$ cat config.mk
export PLATFORM = sky130hd
export DESIGN_NAME = fwin_detector
export DESIGN_NICKNAME = d
export VERILOG_FILES = /design/src/rtl/fwin_pkg.sv /design/src/rtl/fwin_sync_edge.sv /design/src/rtl/fwin_halver.sv /design/src/rtl/fwin_period_meter.sv /design/src/rtl/fwin_qualifier.sv /design/src/rtl/fwin_detector.sv
export SDC_FILE = /design/constraint.sdc
export NUM_CORES = 1
export LEC_CHECK = 0
export ABC_AREA = 1
export BUFFER_PORTS_ARGS = -buffer_cell sky130_fd_sc_hd__buf_2
export CORE_ASPECT_RATIO = 0.8
export CORE_MARGIN = 2
export CORE_UTILIZATION = 52
export DETAILED_ROUTE_END_ITERATION = 12
export HOLD_SLACK_MARGIN = 0.05
export PLACE_DENSITY_LB_ADDON = 0.3
export SETUP_SLACK_MARGIN = 0.5
export SLEW_MARGIN = 10
export SYNTH_ARGS = -nofsm -noshare
export SYNTH_HDL_FRONTEND = slang
export SYNTH_HIERARCHICAL = 1
export SYNTH_SLANG_ARGS = --single-unit
$ cat constraint.sdc
create_clock -name clk -period 1.4 [get_ports clk]
set_input_delay 0.07 -clock clk [delete_from_list [all_inputs] [get_ports clk]]
set_output_delay 0.07 -clock clk [all_outputs]
set_load 0.02 [all_outputs]
$ cat src/rtl/fwin_pkg.sv
package fwin_pkg;

    // Floor and ceiling integer division, used to turn band edges into counts.
    function automatic int unsigned div_floor(input int unsigned num, input int unsigned den);
        return num / den;
    endfunction

    function automatic int unsigned div_ceil(input int unsigned num, input int unsigned den);
        return (num + den - 1) / den;
    endfunction

    // Verdict produced by the period meter at the end of each measurement.
    typedef struct packed {
        logic done;     // one-cycle strobe: a measurement just closed
        logic in_win;   // measured count lies inside the pass window
    } verdict_t;

    // Confirmation progress of the qualifier.
    typedef enum logic [1:0] {
        QS_IDLE = 2'd0,   // no accepted measurement pending
        QS_ONE  = 2'd1,   // one accepted measurement seen
        QS_LOCK = 2'd2    // confirmed in band
    } qual_e;

endpackage

$ cat src/rtl/fwin_sync_edge.sv
module fwin_sync_edge #(
    parameter int STAGES = 2
) (
    input  logic clk,
    input  logic rst,
    input  logic async_in,
    output logic rise
);
    // STAGES flops of synchronizer followed by one history flop for edge detection
    logic [STAGES:0] shreg;

    always_ff @(posedge clk) begin
        if (rst) shreg <= '0;
        else     shreg <= {shreg[STAGES-1:0], async_in};
    end

    assign rise = shreg[STAGES-1] & ~shreg[STAGES];

    // a rising edge is reported for one cycle only
    p_single_rise_r2: assert property (@(posedge clk) disable iff (rst)
        rise |=> !rise);
endmodule

$ cat src/rtl/fwin_halver.sv
module fwin_halver (
    input  logic clk,
    input  logic rst,
    input  logic rise,
    output logic div,
    output logic div_up,
    output logic div_dn
);
    always_ff @(posedge clk) begin
        if (rst)       div <= 1'b0;
        else if (rise) div <= ~div;
    end

    assign div_up = rise & ~div;
    assign div_dn = rise &  div;

    // every tone rising edge flips the half-rate waveform
    p_toggle_r2: assert property (@(posedge clk) disable iff (rst)
        rise |=> (div != $past(div)));
    // no change of the half-rate waveform without a tone edge
    p_hold_r2: assert property (@(posedge clk) disable iff (rst)
        !rise |=> $stable(div));
endmodule

$ cat src/rtl/fwin_period_meter.sv
module fwin_period_meter
    import fwin_pkg::*;
#(
    parameter int unsigned NMIN = 16,
    parameter int unsigned NMAX = 143,
    parameter int          CW   = 12
) (
    input  logic          clk,
    input  logic          rst,
    input  logic          div,
    input  logic          div_up,
    input  logic          div_dn,
    output logic [CW-1:0] count_q,
    output verdict_t      verdict
);
    localparam int unsigned CAP = NMAX + 1;

    logic [CW-1:0] run;
    logic [CW-1:0] nxt;
    logic          nxt_ok;

    // Saturating increment: a stalled input cannot wrap into the window
    always_comb begin
        nxt    = (run >= CW'(CAP)) ? CW'(CAP) : run + 1'b1;
        nxt_ok = (nxt >= CW'(NMIN)) && (nxt <= CW'(NMAX));
    end

    always_ff @(posedge clk) begin
        if (rst) begin
            run     <= '0;
            count_q <= '0;
            verdict <= '0;
        end else begin
            verdict.done <= 1'b0;
            if (div_up) begin
                run <= '0;
            end else if (div_dn) begin
                count_q        <= nxt;
                verdict.done   <= 1'b1;
                verdict.in_win <= nxt_ok;
            end else if (div) begin
                run <= nxt;
            end
        end
    end

    // the latched count never exceeds the saturation value
    p_count_cap_r4: assert property (@(posedge clk) disable iff (rst)
        count_q <= CW'(CAP));
    // each falling edge of the half-rate waveform closes exactly one measurement
    p_done_after_fall_r2: assert property (@(posedge clk) disable iff (rst)
        div_dn |=> verdict.done);
    // the latched count is stable between measurements
    p_count_hold_r2: assert property (@(posedge clk) disable iff (rst)
        !div_dn |=> $stable(count_q));
endmodule

$ cat src/rtl/fwin_qualifier.sv
module fwin_qualifier
    import fwin_pkg::*;
#(
    parameter int unsigned TMO = 286,
    parameter int          TW  = 9
) (
    input  logic     clk,
    input  logic     rst,
    input  verdict_t verdict,
    output logic     valid
);
    qual_e         st;
    logic [TW-1:0] tmr;

    always_ff @(posedge clk) begin
        if (rst) begin
            st  <= QS_IDLE;
            tmr <= '0;
        end else if (verdict.done) begin
            tmr <= '0;
            if (verdict.in_win) st <= (st == QS_IDLE) ? QS_ONE : QS_LOCK;
            else                st <= QS_IDLE;
        end else if (tmr == TW'(TMO)) begin
            st <= QS_IDLE;
        end else begin
            tmr <= tmr + 1'b1;
        end
    end

    assign valid = (st == QS_LOCK);

    // confirmation only follows an accepted measurement
    p_rise_needs_pass_r5: assert property (@(posedge clk) disable iff (rst)
        $rose(valid) |-> $past(verdict.done && verdict.in_win));
    // a rejected measurement withdraws confirmation
    p_reject_drops_r6: assert property (@(posedge clk) disable iff (rst)
        (verdict.done && !verdict.in_win) |=> !valid);
    // the silence timer never runs past its limit
    p_timer_bound_r7: assert property (@(posedge clk) disable iff (rst)
        tmr <= TW'(TMO));
endmodule

$ cat src/rtl/fwin_detector.sv
module fwin_detector
    import fwin_pkg::*;
#(
    parameter int unsigned FCLK_HZ     = 1_000_000,
    parameter int unsigned F_LO_HZ     = 7_000,
    parameter int unsigned F_HI_HZ     = 62_000,
    parameter int          SYNC_STAGES = 2,
    parameter int          COUNT_W     = 12
) (
    input  logic               clk,
    input  logic               rst,
    input  logic               sig_in,
    output logic               wake_out,
    output logic               wake_valid,
    output logic [COUNT_W-1:0] count_out
);
    localparam int unsigned NMIN = div_floor(FCLK_HZ, F_HI_HZ);
    localparam int unsigned NMAX = div_ceil(FCLK_HZ, F_LO_HZ);
    localparam int unsigned TMO  = 2 * NMAX;
    localparam int          TW   = $clog2(TMO + 1);

    logic     rise;
    logic     div;
    logic     div_up;
    logic     div_dn;
    verdict_t verdict;

    initial begin
        a_count_fits_r4: assert ((NMAX + 1) < (32'd1 << COUNT_W))
            else $error("COUNT_W too narrow for NMAX+1");
    end

    fwin_sync_edge #(.STAGES(SYNC_STAGES)) u_sync (
        .clk      (clk),
        .rst      (rst),
        .async_in (sig_in),
        .rise     (rise)
    );

    fwin_halver u_half (
        .clk    (clk),
        .rst    (rst),
        .rise   (rise),
        .div    (div),
        .div_up (div_up),
        .div_dn (div_dn)
    );

    fwin_period_meter #(.NMIN(NMIN), .NMAX(NMAX), .CW(COUNT_W)) u_meter (
        .clk     (clk),
        .rst     (rst),
        .div     (div),
        .div_up  (div_up),
        .div_dn  (div_dn),
        .count_q (count_out),
        .verdict (verdict)
    );

    fwin_qualifier #(.TMO(TMO), .TW(TW)) u_qual (
        .clk     (clk),
        .rst     (rst),
        .verdict (verdict),
        .valid   (wake_valid)
    );

    assign wake_out = ~rst & div & wake_valid;

    // the wake output is never active without confirmation
    p_wake_gated_r8: assert property (@(posedge clk) disable iff (rst)
        wake_out |-> wake_valid);
    // reset forces the wake output low
    p_reset_low_r1: assert property (@(posedge clk)
        rst |-> !wake_out);
endmodule

After elaboration in Yosys (flattened, before gate mapping)
Index checks and enable logic that the tools add are counted.
{"block": "word_totals", "wordCells": 38, "out_inout_bits": 14, "in_bits": 3, "ff_bits": 41}
{"block": "classes", "add_sub_neg": 2, "n_bitwise": 10, "magnitude_cmp": 3, "eq_ne": 2, "mux": 6, "n_reduce_logical": 7}
{"operator": "12-bit by 1-bit adder with 12-bit output (second input constant)", "n": 1}
{"operator": "12-bit by 5-bit greater-or-equal comparator with 1-bit output (second input constant)", "n": 1}
{"operator": "12-bit by 8-bit greater-or-equal comparator with 1-bit output (second input constant)", "n": 1}
{"operator": "12-bit by 8-bit less-or-equal comparator with 1-bit output (second input constant)", "n": 1}
{"operator": "12-bit 2-to-1 mux", "n": 1}
{"operator": "2-bit 2-to-1 mux", "n": 5}
{"operator": "9-bit by 1-bit adder with 9-bit output (second input constant)", "n": 1}
{"operator": "9-bit equality test (second input constant)", "n": 1}
{"operator": "1-bit bitwise AND", "n": 5}
{"operator": "1-bit NOT", "n": 5}
{"operator": "2-bit AND reduction", "n": 2}
{"operator": "2-bit OR reduction", "n": 2}
{"operator": "2-bit equality test (second input constant)", "n": 1}
{"operator": "2-bit logical NOT", "n": 1}
{"operator": "2-bit nonzero test", "n": 1}
{"operator": "1-bit logical AND", "n": 1}

Logic depth before layout (Yosys ltp)
{"block": "logic_depth", "ltp_word": 5, "depth_mapped": 10}

Modules after synthesis
The synthesis kept the hierarchy.
{"module": "fwin_period_meter", "cells_per_inst": 156, "instances": 1, "area_per_inst_um2": 1148.6}
{"module": "fwin_qualifier", "cells_per_inst": 80, "instances": 1, "area_per_inst_um2": 553.0}
{"module": "fwin_sync_edge", "cells_per_inst": 10, "instances": 1, "area_per_inst_um2": 86.3}
{"module": "fwin_halver", "cells_per_inst": 9, "instances": 1, "area_per_inst_um2": 52.6}
{"module": "fwin_detector", "cells_per_inst": 2, "instances": 1, "area_per_inst_um2": 10.0}

Least setup slack after synthesis
No wires, ideal clock.
{"block": "synth_path", "path_kind": "reg2reg", "start": "reg u_sync.shreg[1]", "end": "reg u_meter.count_q[4]", "setup_slack_ns": 0.015, "t_arrival_ns": 1.269, "path_stages_with_launch": 11, "path_buffers": 1, "cell_sequence": "dfxtp_1 -> inv_1 -> nor2_1 -> nand2_1 -> inv_1 -> inv_1 -> nor2_1 -> buf_6 -> nand2_1 -> o211ai_1 -> inv_1"}
{"block": "synth_between", "word_cells_on_any_way": 5}
{"item": "start, declared", "line": "fwin_sync_edge.sv:10", "text": "logic [STAGES:0] shreg;"}
{"item": "start signal, assigned", "line": "fwin_sync_edge.sv:14", "text": "else shreg <= {shreg[STAGES-1:0], async_in};"}
{"item": "1-bit bitwise AND", "line": "fwin_sync_edge.sv:17", "text": "assign rise = shreg[STAGES-1] & ~shreg[STAGES];"}
{"item": "net rise", "line": "fwin_detector.sv:22", "text": "logic rise;"}
{"item": "1-bit bitwise AND", "line": "fwin_halver.sv:15", "text": "assign div_dn = rise & div;"}
{"item": "net div_dn", "line": "fwin_detector.sv:25", "text": "logic div_dn;"}
{"item": "2-bit AND reduction (no source line)"}
{"item": "end signal, assigned", "line": "fwin_period_meter.sv:38", "text": "count_q <= nxt;"}
{"item": "end, declared", "line": "fwin_period_meter.sv:13", "text": "output logic [CW-1:0] count_q,"}
The timed path passes the listed nets, and every way through them passes these cells.
A chain may end at the register's enable or synchronous reset.

Worst setup path after layout
{"block": "layout_path", "start": "reg u_meter.run[3]", "end": "reg, netlist name u_meter/verdict[0]"}
{"block": "layout_between", "elab_chain_cells": 4, "word_cells_on_any_way": 6}
{"item": "start, declared", "line": "fwin_period_meter.sv:18", "text": "logic [CW-1:0] run;"}
{"item": "start signal, assigned", "line": "fwin_period_meter.sv:42", "text": "run <= nxt;"}
{"item": "12-bit by 1-bit adder with 12-bit output / 12-bit by 8-bit greater-or-equal comparator with 1-bit output (equally long branches)", "line": "fwin_period_meter.sv:24", "text": "nxt = (run >= CW'(CAP)) ? CW'(CAP) : run + 1'b1;"}
{"item": "12-bit 2-to-1 mux (*)", "line": "fwin_period_meter.sv:24"}
{"item": "12-bit by 5-bit greater-or-equal comparator with 1-bit output / 12-bit by 8-bit less-or-equal comparator with 1-bit output (equally long branches)", "line": "fwin_period_meter.sv:25", "text": "nxt_ok = (nxt >= CW'(NMIN)) && (nxt <= CW'(NMAX));"}
{"item": "1-bit logical AND (*)", "line": "fwin_period_meter.sv:25"}
Mark *: on every way between the ends. The rest lies on a longest branch, timed or not.

==> qor.yml <==
finish:
  mostFrequentLayoutCells: "34 x nand2_1, 33 x buf_4, 23 x inv_1, 22 x nor2_1, 19 x dfxtp_1"
  postLayoutCoreUtil_pct: 86.04
  fin_area_mm2: 0.002945
  diodes: 0
  drive_gt1_share_pct: 58.36
  syn_to_final_growth_pct: 59.16
  nets: 324
  layout_commonest_cell: "nand2_1"
floorplanning:
  initial_core_util_pct: 54.06
  coreArea_mm2: 0.003423
  ios: 17
  die_width_um: 70.70
  rows: 19
  die_h_um: 57.36
  die_area_mm2: 0.004055
grt:
  gr-total-overflow: 0
  grt_pass1_wl_mm: 7.741
  grt_max_degree: 18
  grt_pass1_vias: 1699
  antenna_found_initial: 0
  grt_use_total_pct: 24.66
yosys:
  synth-seq-cells: 41
  syn-mean-instance-area_um2: 7.200
  ys_warn_count: 6
  synth_area_mm2: 0.001851
  netlist_instances: 257
  ys_seq_area_share_pct: 44.35
  yosysUniqueCellTypes: 23
  synth_nets: 264
clocking:
  clock-sinks: 41
  numCtsBuffers: 5
  clockRootBuffer: "clkbuf_8"
  clockBufferDepth: 2
  clk_pin_slew_ns: 0.08
  clk_latency_ns: 0.30
  cts_tree: "yes"
  cts_max_level: 2
timing:
  rsz0062_at_grt: "yes"
  worst_pin_slew_ns: 0.3936
  drv_slew: 0
  fmax_mhz: 647.9
  hold_violations: 0
  setup-tns-final_ns: -0.3801
  finalSetupViolCount: 7
  slew_headroom_pct: 73.73
  setup_ws_ns: -0.1435
  finClkSkew_ns: 0.009481
  min_period_ns: 1.543
  fin_crit_sh_pct: 110.2
critical_path:
  critPathCaptureType: "register"
  startpoint_type: "register"
  cp_data_required_time_ns: 1.62
  critical_path_class: "register to register"
  path_max_fanout: 6
  arrival_ns: 1.77
outcome:
  status: "complete, but fails checks"
  violations: "setup timing"
routing:
  drt-total-wl_mm: 7.361
  num_vias: 2199
  viasPerCell: 6.125
  drc: 0
  drt_pre_antenna_iters: 5
  drt_iter0_drc: 277
  antenna_left: 0
  wl_per_cell_um: 20.50
placed_design:
  gp_congestion: 0.9018
  port_buffers: 16
  hpwl_mm: 2.643
  postPlaceCellArea_mm2: 0.002125
  pre_cts_ws_ns: 0.06703
power_and_ir_drop:
  peakVddDrop_mv: 0.8452
  total_power_w: 0.002401
  p_leak_nw: 1.276
  power.density_mw_per_mm2: 815.2
min_path:
  hp-class: "input pin to register"
flow_run:
  maxCapViolations: 0
-- registers in the layout, indices dropped and copies added, names as in the netlist --
name             flops
u_meter/count_q     12
u_meter/run         12
u_qual/tmr           9
u_sync/shreg         3
u_meter/verdict      2
u_qual/st            2
u_half/div           1
-- what timing repair did --
action	4_1_cts	5_1_grt
hold buffers	1	0
gates cloned	1	2
buffers inserted	20	10
setup endpoints to repair	39	43
pin swaps	27	37
resized for setup	69	80
hold endpoints to repair	1	0
-- cell type report --
cell class / instances / area [µm²]
multi-input cells: 178 / 1295
flip-flops and latches: 41 / 878.3
fillers: 145 / 478.0
repair buffers: 54 / 469.2
inverters: 36 / 155.1
clock buffers: 6 / 82.58
well taps: 42 / 52.55
clock inverters: 1 / 6.256
repair inverters: 1 / 6.256
-- metal layers --
metal	part of all wire (%)	global-route usage [%]	wire length, µm
met3	11	5.300	776
met5	0	0	0
met2	46	39.65	3396
met1	37	33.44	2699
met4	6.7	8.086	490
-- power by group --
part | switching [W] | total [W] | internal (W)
combinational | 0.000205 | 0.000352 | 0.000147
clock | 0.000418 | 0.000809 | 0.000391
sequential | 0.0000538 | 0.00124 | 0.00119
total | 0.000677 | 0.00240 | 0.00172
-- worst max-delay path, stage by stage, from the launching register on --
cell     delay (ns)
dfxtp_4        0.41
nand2_4        0.10
nor2_4         0.19
nand2_1        0.10
nand2_1        0.08
nand2_2        0.07
nor2_4         0.15
inv_2          0.06
nand2_2        0.08
nand3_4        0.09
a21oi_2        0.13
-- cell families after synthesis --
| group | synth area share [%] |
|---|---|
| AND/OR/NAND/NOR | 30.09 |
| AO/OA/AOI/OAI | 13.18 |
| flip-flops | 44.35 |
| buffers and inverters | 8.248 |
| adder cells (fa/ha/maj) | 2.705 |
| XOR/XNOR | 1.420 |
-- cell usage after synthesis --
cell,count,area (µm²)
buf_6,1,11.26
a21oi_2,1,8.760
o211ai_1,1,7.510
o21bai_1,1,7.510
nand3_1,13,65.06
xnor2_1,3,26.28
inv_2,1,3.750
buf_2,1,5.000
or2_2,1,6.260
nor2_1,44,165.2
nand2_2,6,37.54
clkinv_2,1,5.000
ha_1,4,50.05
nor2_4,3,33.78
o21ai_0,23,115.1
nand2_1,48,180.2
nand4_1,1,6.260
inv_1,34,127.6
nand3b_1,1,7.510
nor2_2,4,25.02
nand3_2,3,30.03
dfxtp_1,41,820.8
a21oi_1,21,105.1
-- final timing paths --
kind                       start                  end  slack, ns  depth (start not counted)
min                          rst  u_meter/count_q[10]       0.17                          2
max               u_meter/run[3]   u_meter/verdict[0]      -0.14                         10
min reg2reg  u_meter/count_q[10]  u_meter/count_q[10]       0.45                          2
max reg2reg       u_meter/run[3]   u_meter/verdict[0]      -0.14                         10
-- stage by stage --
step	std cells	hold WS (ns)
3_5_place_dp	318	0.2788
3_3_place_gp	318	0.2779
5_1_grt	359	0.1754
4_1_cts	347	0.1260
6_report	359	0.1744
2_1_floorplan	257	0.1324
Note: power is estimated with default switching activity, not from simulation.
